==> config.mk <==
export PLATFORM = sky130hd
export DESIGN_NAME = adc_demux_decim
export DESIGN_NICKNAME = d
export VERILOG_FILES = /design/src/rtl/adc_dmx_pkg.sv /design/src/rtl/adc_dmx_mode_dec.sv /design/src/rtl/adc_dmx_decim.sv /design/src/rtl/adc_dmx_pair.sv /design/src/rtl/adc_demux_decim.sv
export SDC_FILE = /design/constraint.sdc
export NUM_CORES = 1
export LEC_CHECK = 0
export BUFFER_PORTS_ARGS = -buffer_cell sky130_fd_sc_hd__buf_2
export CAP_MARGIN = 20
export CORE_MARGIN = 4
export CORE_UTILIZATION = 41
export CTS_BUF_LIST = sky130_fd_sc_hd__clkbuf_8
export DETAILED_ROUTE_END_ITERATION = 10
export RECOVER_POWER = 100
export SLEW_MARGIN = 10
export SYNTH_ARGS = -nofsm -noshare
export SYNTH_HDL_FRONTEND = slang
export SYNTH_SLANG_ARGS = --single-unit
==> constraint.sdc <==
create_clock -name clk_i -period 5.85 [get_ports clk_i]
set_input_delay 0.8775 -clock clk_i [delete_from_list [all_inputs] [get_ports clk_i]]
set_output_delay 0.8775 -clock clk_i [all_outputs]
set_load 0.03 [all_outputs]
==> src/rtl/adc_dmx_pkg.sv <==
package adc_dmx_pkg;
  typedef enum logic [1:0] {
    MODE_DIV1 = 2'd0,
    MODE_DIV2 = 2'd1,
    MODE_DIV4 = 2'd2
  } dmx_mode_e;

  function automatic dmx_mode_e decode_mode(input logic en, input logic sel);
    if (!en)     return MODE_DIV1;
    else if (sel) return MODE_DIV4;
    else          return MODE_DIV2;
  endfunction
endpackage

==> src/rtl/adc_dmx_mode_dec.sv <==
module adc_dmx_mode_dec
  import adc_dmx_pkg::*;
(
  input  logic      clk_i,
  input  logic      rst_ni,
  input  logic      demux_en_i,
  input  logic      div_sel_i,
  output dmx_mode_e mode_o,
  output logic      mode_chg_o
);
  dmx_mode_e mode_q;

  assign mode_o     = decode_mode(demux_en_i, div_sel_i);
  assign mode_chg_o = (mode_o != mode_q);

  always_ff @(posedge clk_i or negedge rst_ni) begin
    if (!rst_ni) mode_q <= MODE_DIV1;
    else         mode_q <= mode_o;
  end

  // the decoded mode is never the unused code
  p_mode_legal_r1: assert property (@(posedge clk_i) disable iff (!rst_ni)
    (demux_en_i && div_sel_i) |-> (mode_o == MODE_DIV4));
endmodule

==> src/rtl/adc_dmx_decim.sv <==
module adc_dmx_decim
  import adc_dmx_pkg::*;
#(
  parameter int unsigned DECIM = 2
) (
  input  logic      clk_i,
  input  logic      rst_ni,
  input  dmx_mode_e mode_i,
  input  logic      mode_chg_i,
  input  logic      vld_i,
  output logic      keep_o
);
  localparam int unsigned CNT_W = (DECIM > 1) ? $clog2(DECIM) : 1;

  logic [CNT_W-1:0] cnt_q, cnt_eff, cnt_nxt;
  logic             decim_act;

  assign decim_act = (mode_i == MODE_DIV4);
  assign cnt_eff   = mode_chg_i ? '0 : cnt_q;
  assign cnt_nxt   = (cnt_eff == CNT_W'(DECIM - 1)) ? '0 : cnt_eff + 1'b1;
  assign keep_o    = vld_i && (!decim_act || cnt_eff == '0);

  always_ff @(posedge clk_i or negedge rst_ni) begin
    if (!rst_ni) cnt_q <= '0;
    else if (vld_i && decim_act) cnt_q <= cnt_nxt;
    else if (mode_chg_i) cnt_q <= '0;
  end

  // a kept sample in DIV4 is never followed directly by another kept one
  p_single_keep_r5: assert property (@(posedge clk_i) disable iff (!rst_ni)
    (decim_act && keep_o) |=> !(keep_o && mode_i == MODE_DIV4 && !mode_chg_i));
endmodule

==> src/rtl/adc_dmx_pair.sv <==
module adc_dmx_pair
  import adc_dmx_pkg::*;
#(
  parameter int unsigned DATA_W = 8
) (
  input  logic              clk_i,
  input  logic              rst_ni,
  input  dmx_mode_e         mode_i,
  input  logic              mode_chg_i,
  input  logic              keep_i,
  input  logic [DATA_W-1:0] sample_i,
  input  logic              ovr_i,
  output logic              word_vld_o,
  output logic [DATA_W-1:0] pri_o,
  output logic [DATA_W-1:0] aux_o,
  output logic              aux_we_o,
  output logic              ovr_o
);
  logic              ph_q, ph_eff, split;
  logic [DATA_W-1:0] hold_q;

  assign split      = (mode_i != MODE_DIV1);
  assign ph_eff     = mode_chg_i ? 1'b0 : ph_q;
  assign word_vld_o = keep_i && (!split || ph_eff);
  assign pri_o      = sample_i;
  assign aux_o      = hold_q;
  assign aux_we_o   = split;
  assign ovr_o      = ovr_i;

  always_ff @(posedge clk_i or negedge rst_ni) begin
    if (!rst_ni) begin
      ph_q   <= 1'b0;
      hold_q <= '0;
    end else begin
      if (keep_i && split) ph_q <= !ph_eff;
      else if (mode_chg_i) ph_q <= 1'b0;
      if (keep_i && split && !ph_eff) hold_q <= sample_i;
    end
  end

  // a paired word always needs a fresh earlier sample first
  p_no_back_to_back_r4: assert property (@(posedge clk_i) disable iff (!rst_ni)
    (word_vld_o && split) |=> !(word_vld_o && mode_i != MODE_DIV1));
endmodule

==> src/rtl/adc_demux_decim.sv <==
module adc_demux_decim
  import adc_dmx_pkg::*;
#(
  parameter int unsigned DATA_W = 8,
  parameter int unsigned DECIM  = 2
) (
  input  logic              clk_i,
  input  logic              rst_ni,
  input  logic              demux_en_i,
  input  logic              div_sel_i,
  input  logic [DATA_W-1:0] sample_i,
  input  logic              sample_vld_i,
  input  logic              ovr_i,
  output logic [DATA_W-1:0] pri_data_o,
  output logic [DATA_W-1:0] aux_data_o,
  output logic              dready_o,
  output logic              ovr_o,
  output logic              rst_out_o
);
  dmx_mode_e         mode;
  logic              mode_chg, keep, word_vld, aux_we, w_ovr;
  logic [DATA_W-1:0] w_pri, w_aux;
  logic              first_q;

  adc_dmx_mode_dec i_mode_dec (
    .clk_i      (clk_i),
    .rst_ni     (rst_ni),
    .demux_en_i (demux_en_i),
    .div_sel_i  (div_sel_i),
    .mode_o     (mode),
    .mode_chg_o (mode_chg)
  );

  adc_dmx_decim #(.DECIM(DECIM)) i_decim (
    .clk_i      (clk_i),
    .rst_ni     (rst_ni),
    .mode_i     (mode),
    .mode_chg_i (mode_chg),
    .vld_i      (sample_vld_i),
    .keep_o     (keep)
  );

  adc_dmx_pair #(.DATA_W(DATA_W)) i_pair (
    .clk_i      (clk_i),
    .rst_ni     (rst_ni),
    .mode_i     (mode),
    .mode_chg_i (mode_chg),
    .keep_i     (keep),
    .sample_i   (sample_i),
    .ovr_i      (ovr_i),
    .word_vld_o (word_vld),
    .pri_o      (w_pri),
    .aux_o      (w_aux),
    .aux_we_o   (aux_we),
    .ovr_o      (w_ovr)
  );

  always_ff @(posedge clk_i or negedge rst_ni) begin
    if (!rst_ni) begin
      pri_data_o <= '0;
      aux_data_o <= '0;
      dready_o   <= 1'b0;
      ovr_o      <= 1'b0;
      rst_out_o  <= 1'b0;
      first_q    <= 1'b1;
    end else begin
      dready_o <= word_vld;
      if (word_vld) begin
        pri_data_o <= w_pri;
        ovr_o      <= w_ovr;
        rst_out_o  <= first_q;
        first_q    <= 1'b0;
        if (aux_we) aux_data_o <= w_aux;
      end
    end
  end

  // aux port frozen while running at full rate
  p_aux_hold_div1_r3: assert property (@(posedge clk_i) disable iff (!rst_ni)
    (mode == MODE_DIV1 && $past(mode == MODE_DIV1)) |-> $stable(aux_data_o));
  // reset marker only rises with a word
  p_rst_with_word_r8: assert property (@(posedge clk_i) disable iff (!rst_ni)
    $rose(rst_out_o) |-> dready_o);
  // an idle input cycle never yields a word
  p_idle_no_word_r9: assert property (@(posedge clk_i) disable iff (!rst_ni)
    !sample_vld_i |=> !dready_o);
  // flag moves only with a word
  p_ovr_stable_r7: assert property (@(posedge clk_i) disable iff (!rst_ni)
    !dready_o |-> $stable(ovr_o));
endmodule

==> results of run 1 <==
## worst reg2reg max path, cell delays in order, from the launching register on
cell and delay, ps:
dfrtp_1 420, and4bb_1 280, o31ai_1 90, a311oi_1 1060, mux2_2 430
## metal layers
metal / vias up / wire length (µm) / part of all wire (%) / track usage (%)
met4: 0 / 27 / 1.2 / 7.92
met1: 405 / 943 / 42 / 14.5
met5: - / 0 / 0 / 0
met2: 26 / 1110 / 49 / 20.9
met3: 4 / 188 / 8.3 / 5.20
li1: 381 / - / - / -
## state kept, by name, indices dropped and copies added (netlist names)
register,cells
aux_data_o,8
i_decim.cnt_q,1
i_mode_dec.mode_q,2
rst_out_o,1
i_pair.ph_q,1
ovr_o,1
pri_data_o,8
i_pair.aux_o,8
first_q,1
dready_o,1
## cells in the mapped netlist (all sizes together)
master / count / area share, %
a21oi: 1 / 0.38
a311oi: 1 / 2.0
a31oi: 2 / 0.96
a41oi: 1 / 0.67
and2: 1 / 0.48
and2b: 1 / 0.57
and4b: 1 / 0.76
and4bb: 1 / 0.96
buf: 3 / 1.8
clkbuf: 1 / 0.29
dfrtp: 31 / 59
dfstp: 1 / 2.0
ha: 1 / 0.96
inv: 2 / 0.57
mux2: 26 / 22
nand2: 3 / 0.86
nor2b: 2 / 0.96
nor3: 1 / 0.38
nor3b: 1 / 0.57
nor4b: 1 / 0.67
nor4bb: 1 / 0.76
o21ai: 2 / 0.76
o31ai: 1 / 0.96
## layout make-up
class / instances / area [µm²] / share of cell area [%]
clock buffer: 6 / 82.6 / 5.36
clock inverter: 2 / 7.51 / 0.487
inverter: 2 / 7.51 / 0.487
multi-input combinational: 48 / 449 / 29.1
sequential: 32 / 802 / 52.0
tap: 44 / 55.1 / 3.57
timing repair buffer: 33 / 138 / 8.93
## final timing paths
| kind | to | slack, ps |
|---|---|---|
| max | aux_data_o[7] | 3040 |
| min | first_q | 490 |
| max reg2reg | aux_data_o[7] | 3450 |
| min reg2reg | first_q | 490 |
| max in group asynchronous | pri_data_o[2] | 3880 |
| min in group asynchronous | aux_data_o[6] | 1010 |
## per-stage QoR
stage          std cells  utilization [%]
2_1_floorplan         86                -
3_3_place_gp         159             49.3
3_5_place_dp         159             49.3
4_1_cts              167             52.2
5_1_grt              167             50.5
6_report             167             50.5
## kinds of logic after synthesis
logic type	count (synthesis)
buf+inv	6
simple gates	13
fa+ha+maj	1
compound gates	8
mux	26
flops	32
## where the power goes
group	switching, mW	internal [mW]	total, mW	leakage (nW)
sequential	0.0233	0.268	0.292	0.388
clock	0.0729	0.0922	0.165	0.0538
combinational	0.109	0.0532	0.162	0.240
total	0.205	0.414	0.619	0.682
==> results.tsv, run 1 <==
stage	metric	value	unit
outcome	status	finished, violations left	
outcome	violations	capacitance limit, slew limit	
critical_path	cp.depth	5	
clocking	cts_buffer_depth	2	
sta	rsz0062_at_grt	no	
drt	detail_route.vias_per_cell	4.89	
global_routing	grt_pass1_wl	4040	µm
clocking	hold_buffers	0	
sta	fmax	356	MHz
finish	diodes	0	
sta	slew_viol_final	33	
finish	nNetsFinal	137	
global_routing	grt_max_degree	33	
die	start_util	42.9	%
finish	stdcell_area	0.00154	mm²
drt	drt-wirelength-per-cell	13.6	µm
clocking	clk_pin_slew	60	ps
clocking	cts_buffers	5	
critical_path	crit_buf_inv	1	
drt	ant_nets	0	
clocking	cts_resized	0	
sta	fin_crit_sh	48.0	%
critical_path	cp_top_family	compound AO/OA/AOI/OAI gates	
synthesis	yosys.cell_types.count	25	
die	core_area	0.00305	mm²
critical_path	reg2reg_depth	4	
sta	fin_tns_setup	0	ps
drt	routed-via-count	816	
critical_path	max_stage_delay	1060	ps
sta	hold_ws	486	ps
place	gp_congestion	0.684	
synthesis	syn_inst	86	
synthesis	yosys_register_bits	32	
synthesis	synth_area	0.00131	mm²
clocking	cts-root-buf	clkbuf_8	
sta	worst_slack	3040	ps
clocking	post-cts-setup-buffers	0	
pwr	power_density	401	mW/mm²
die	num_rows	20	
global_routing	grt_overflow	0	
synthesis	synth_xor_area_share	0	%
synthesis	muxShareOfSynthArea	22.4	%
critical_path	cp_max_fo	10	
critical_path	worstPathCellList	clkbuf_1 > and4b_1 > o31ai_1 > a311oi_1 > mux2_2	
sta	fin_skew	5.85	ps
drt	wirelength	2270	µm
synthesis	synthesis.nets	101	
sta	worstMarginPinSlew	1640	ps
pwr	power	0.619	mW
global_routing	track_usage	13.0	%
clocking	worstSkewPairLatency	280	ps
critical_path	critical_path_required	6010	ps
synthesis	synthAdderAreaFrac	0.956	%
drt	route.detailed.drc	0	
synthesis	synth_compound_area_share	5.74	%
critical_path	critPathKind	in2reg	
clocking	cts_tree	done	
pwr	ir_drop	0.226	mV
finish	layout_common_cells	dfrtp_1 (31), mux2_2 (24), clkbuf_1 (22)	
sta	hold_viol_final	0	
pwr	leakagePower	0.682	nW
die	dieArea	0.00416	mm²
synthesis	avgSynthCellArea	15.2	µm²
critical_path	cp-start-kind	input pin	
global_routing	grt_pass1_vias	889	
die	io_pins	33	
critical_path	crit_path_end_kind	flip-flop	
sta	relSlewSlack	-9.50	%
synthesis	synth_top_family_by_area	multiplexers	
min_path	hold_depth	1	
critical_path	reg2reg_from	i_mode_dec.mode_q[1]	
place	pre_cts_slack	3230	ps
critical_path	crit_start	div_sel_i	
die	die_width	64.5	µm
finish	drive_gt1_share	34.1	%
synthesis	yosysSeqAreaShare	61.3	%
critical_path	critical_path_arrival	2970	ps
critical_path	cp_slowest_cell	a311oi_1	
place	dp_hpwl	1560	µm
drt	dr.pass1.iters	2	
min_path	min_path_type	reg2reg	
clocking	htreeDepth	2	
sta	setup_violations	0	
min_path	min-delay-start	first_q	
place	place_area	0.00150	mm²
global_routing	grt_antenna_before_repair	0	
finish	final_common_cell	dfrtp_1	
sta	fin_crit	2810	ps
clocking	clock_sinks	32	
synthesis	synth-simple-area-share	6.98	%
job	maxCapViolCount	1	
die	die_h	64.5	µm
finish	area_growth	17.8	%
finish	fillCellCount	301	
place	port_buffers	32	
synthesis	yosys_warnings	0	
drt	first_iter_violations	23	
No activity file was read; power rests on OpenSTA's default activity.
==> run 2: changes to the inputs <==
Settings changed: ABC_AREA set to 1.
Clock period 5.85 ns to 2.9 ns, I/O delays scaled along.
==> results.tsv, run 2 <==
stage	metric	value	unit	change
outcome	status	finished, violations left		
outcome	violations	capacitance limit, slew limit		
drt	drt-wirelength-per-cell	11.7	µm	-14%
die	dieArea	0.00410	mm²	-1.5%
clocking	cts_resized	0		unchanged
clocking	hold_buffers	0		unchanged
sta	setup_violations	0		unchanged
drt	routed-via-count	934		+14%
critical_path	cp_max_fo	12		+2
clocking	cts_buffer_depth	2		unchanged
clocking	worstSkewPairLatency	280	ps	about the same
finish	final_common_cell	nand2_1		
clocking	htreeDepth	2		unchanged
die	die_width	64.0	µm	-0.76%
sta	fmax	529	MHz	
pwr	power_density	797	mW/mm²	+99%
min_path	min_path_type	in2reg		
die	io_pins	33		unchanged
finish	fillCellCount	294		-2.3%
finish	final-seq-area	802	µm²	unchanged
drt	ant_nets	0		unchanged
finish	diodes	0		unchanged
synthesis	synthesis.nets	142		+41%
synthesis	ys.flop_type	dfrtp_1		
global_routing	grt_max_degree	33		unchanged
sta	fin_crit	1890	ps	
global_routing	track_usage	13.5	%	+0.44 points
finish	area_growth	18.2	%	
sta	worst_slack	1010	ps	-2030 ps
finish	nNetsFinal	178		+30%
drt	detail_route.vias_per_cell	4.49		-8.1%
synthesis	synth_top_area_share	60.3	%	+1.0 points
die	num_rows	20		unchanged
clocking	clk_pin_slew	60	ps	about the same
synthesis	yosys-top-cells-count	nand2_1 (61), dfrtp_1 (31), inv_1 (9)		
clocking	post-cts-setup-buffers	0		unchanged
place	port_buffers	32		unchanged
critical_path	critical_path_arrival	2100	ps	-870 ps
global_routing	grt_pass1_vias	968		+8.9%
sta	hold_viol_final	0		unchanged
finish	drive_gt1_share	16.5	%	-18 points
die	die_h	64.0	µm	-0.76%
global_routing	grt_antenna_before_repair	0		unchanged
synthesis	synth_most_common_cell	nand2_1		
clocking	cts_tree	done		
pwr	leakagePower	0.813	nW	+19%
pwr	ir_drop	0.458	mV	+100%
sta	fin_skew	7.03	ps	+1.18 ps
die	core_area	0.00303	mm²	-0.82%
finish	fin_util	50.2	%	-0.29 points
critical_path	critical_path_required	3110	ps	-2900 ps
place	gp_congestion	0.719		+5.2%
place	dp_hpwl	1850	µm	+19%
sta	slew_viol_final	33		unchanged
synthesis	yosys.cell_types.count	17		-32%
synthesis	syn_inst	127		+48%
synthesis	yosys.area.top_type	dfrtp_1		
critical_path	r2r_setup_slack	1030	ps	-2420 ps
drt	first_iter_violations	30		+30%
sta	fin_tns_setup	0	ps	unchanged
global_routing	grt_overflow	0		unchanged
sta	worstMarginPinSlew	1640	ps	-6.93 ps
finish	multi_input_area	402	µm²	-11%
finish	layout_common_cells	nand2_1 (63), dfrtp_1 (31), clkbuf_1 (21)		
drt	route.detailed.drc	0		unchanged
synthesis	async_flop_share	100	%	unchanged
synthesis	synthTopCellsByArea	dfrtp_1 (60%), nand2_1 (18%), mux2_2 (7.0%)		
drt	dr.pass1.iters	4		+2
place	pre_cts_slack	825	ps	-2410 ps
synthesis	synth-edff-count	0		unchanged
sta	rsz0062_at_grt	no		
critical_path	critPathKind	in2reg		
sta	relSlewSlack	-9.04	%	+0.46 points
pwr	power	1.21	mW	+96%
finish	stdcell_area	0.00152	mm²	-1.4%
place	place_area	0.00148	mm²	-1.7%
synthesis	yosys_register_bits	32		unchanged
clocking	cts_buffers	5		unchanged
synthesis	yosysSeqAreaShare	62.4	%	+1.1 points
global_routing	grt_pass1_wl	4200	µm	+4.1%
die	start_util	42.5	%	-0.39 points
drt	wirelength	2440	µm	+7.6%
clocking	clock_sinks	32		unchanged
critical_path	crit_path_end_kind	flip-flop		
synthesis	yosys_warnings	0		unchanged
sta	fin_crit_sh	65.2	%	
synthesis	avgSynthCellArea	10.1	µm²	-33%
synthesis	synth_area	0.00129	mm²	-1.7%
clocking	cts-root-buf	clkbuf_8		
critical_path	cp-start-kind	input pin		
job	maxCapViolCount	1		unchanged
## run 2: cell count changes after synthesis, sizes merged, moves of 2 or more
cell and change:
nand4 +2, nand3 +6, o21ai -2, nor2b -2, a31oi -2, inv +8, nand2 +60, mux2 -18
## run 2: path summary, 6_finish.rpt
| kind | start | to | cells past startpoint |
|---|---|---|---|
| max in group asynchronous | rst_ni | pri_data_o[7] | 1 |
| min | ovr_i | ovr_o | 3 |
| max reg2reg | i_mode_dec.mode_q[1] | pri_data_o[4] | 9 |
| min in group asynchronous | rst_ni | i_mode_dec.mode_q[0] | 1 |
| min reg2reg | first_q | first_q | 2 |
| max | demux_en_i | pri_data_o[4] | 9 |
## run 2: per-layer routing
| metal | vias to the layer above | part of all wire, % | global-route usage, % |
|---|---|---|---|
| met4 | 0 | 1.2 | 4.85 |
| met3 | 4 | 6.1 | 5.98 |
| met2 | 25 | 50 | 22.1 |
| li1 | 462 | - | - |
| met1 | 443 | 43 | 15.5 |
| met5 | - | 0 | 0 |
## run 2: metrics by stage
| stage | hold slack, ps | cells |
|---|---|---|
| after floorplan | 139 | 127 |
| after global placement | 440 | 200 |
| after detailed placement | 441 | 200 |
| after CTS | 217 | 208 |
| after global routing | 380 | 208 |
| final | 353 | 208 |
## run 2: logic make-up after synthesis
| group | synth area share (%) |
|---|---|
| XOR/XNOR | 0.681 |
| adder cells (fa/ha/maj) | 0.973 |
| buffers and inverters | 4.67 |
| flip-flops | 62.4 |
| multiplexers | 7.00 |
| AND/OR/NAND/NOR | 24.3 |
## run 2: area by class of cell
class | count | share of cell area [%]
clock buffers | 6 | 5.43
flip-flops and latches | 32 | 52.8
inverters | 10 | 2.47
repair buffers | 32 | 8.81
well taps | 44 | 3.62
clock inverters | 2 | 0.494
multi-input cells | 82 | 26.4
## run 2: critical path, cell delays in order
cell,delay [ps]
clkbuf_1,230
nand3_1,110
nand2_1,110
nand3_1,180
nand2_1,110
nand3_1,340
inv_1,410
nand2_1,100
nand2_1,70
## run 2: power by group
| part | total [mW] | leakage (nW) | internal [mW] | switching, mW |
|---|---|---|---|---|
| Combinational | 0.299 | 0.363 | 0.0798 | 0.219 |
| Clock | 0.334 | 0.0538 | 0.186 | 0.148 |
| Sequential | 0.578 | 0.396 | 0.534 | 0.0443 |
| Total | 1.21 | 0.813 | 0.800 | 0.411 |
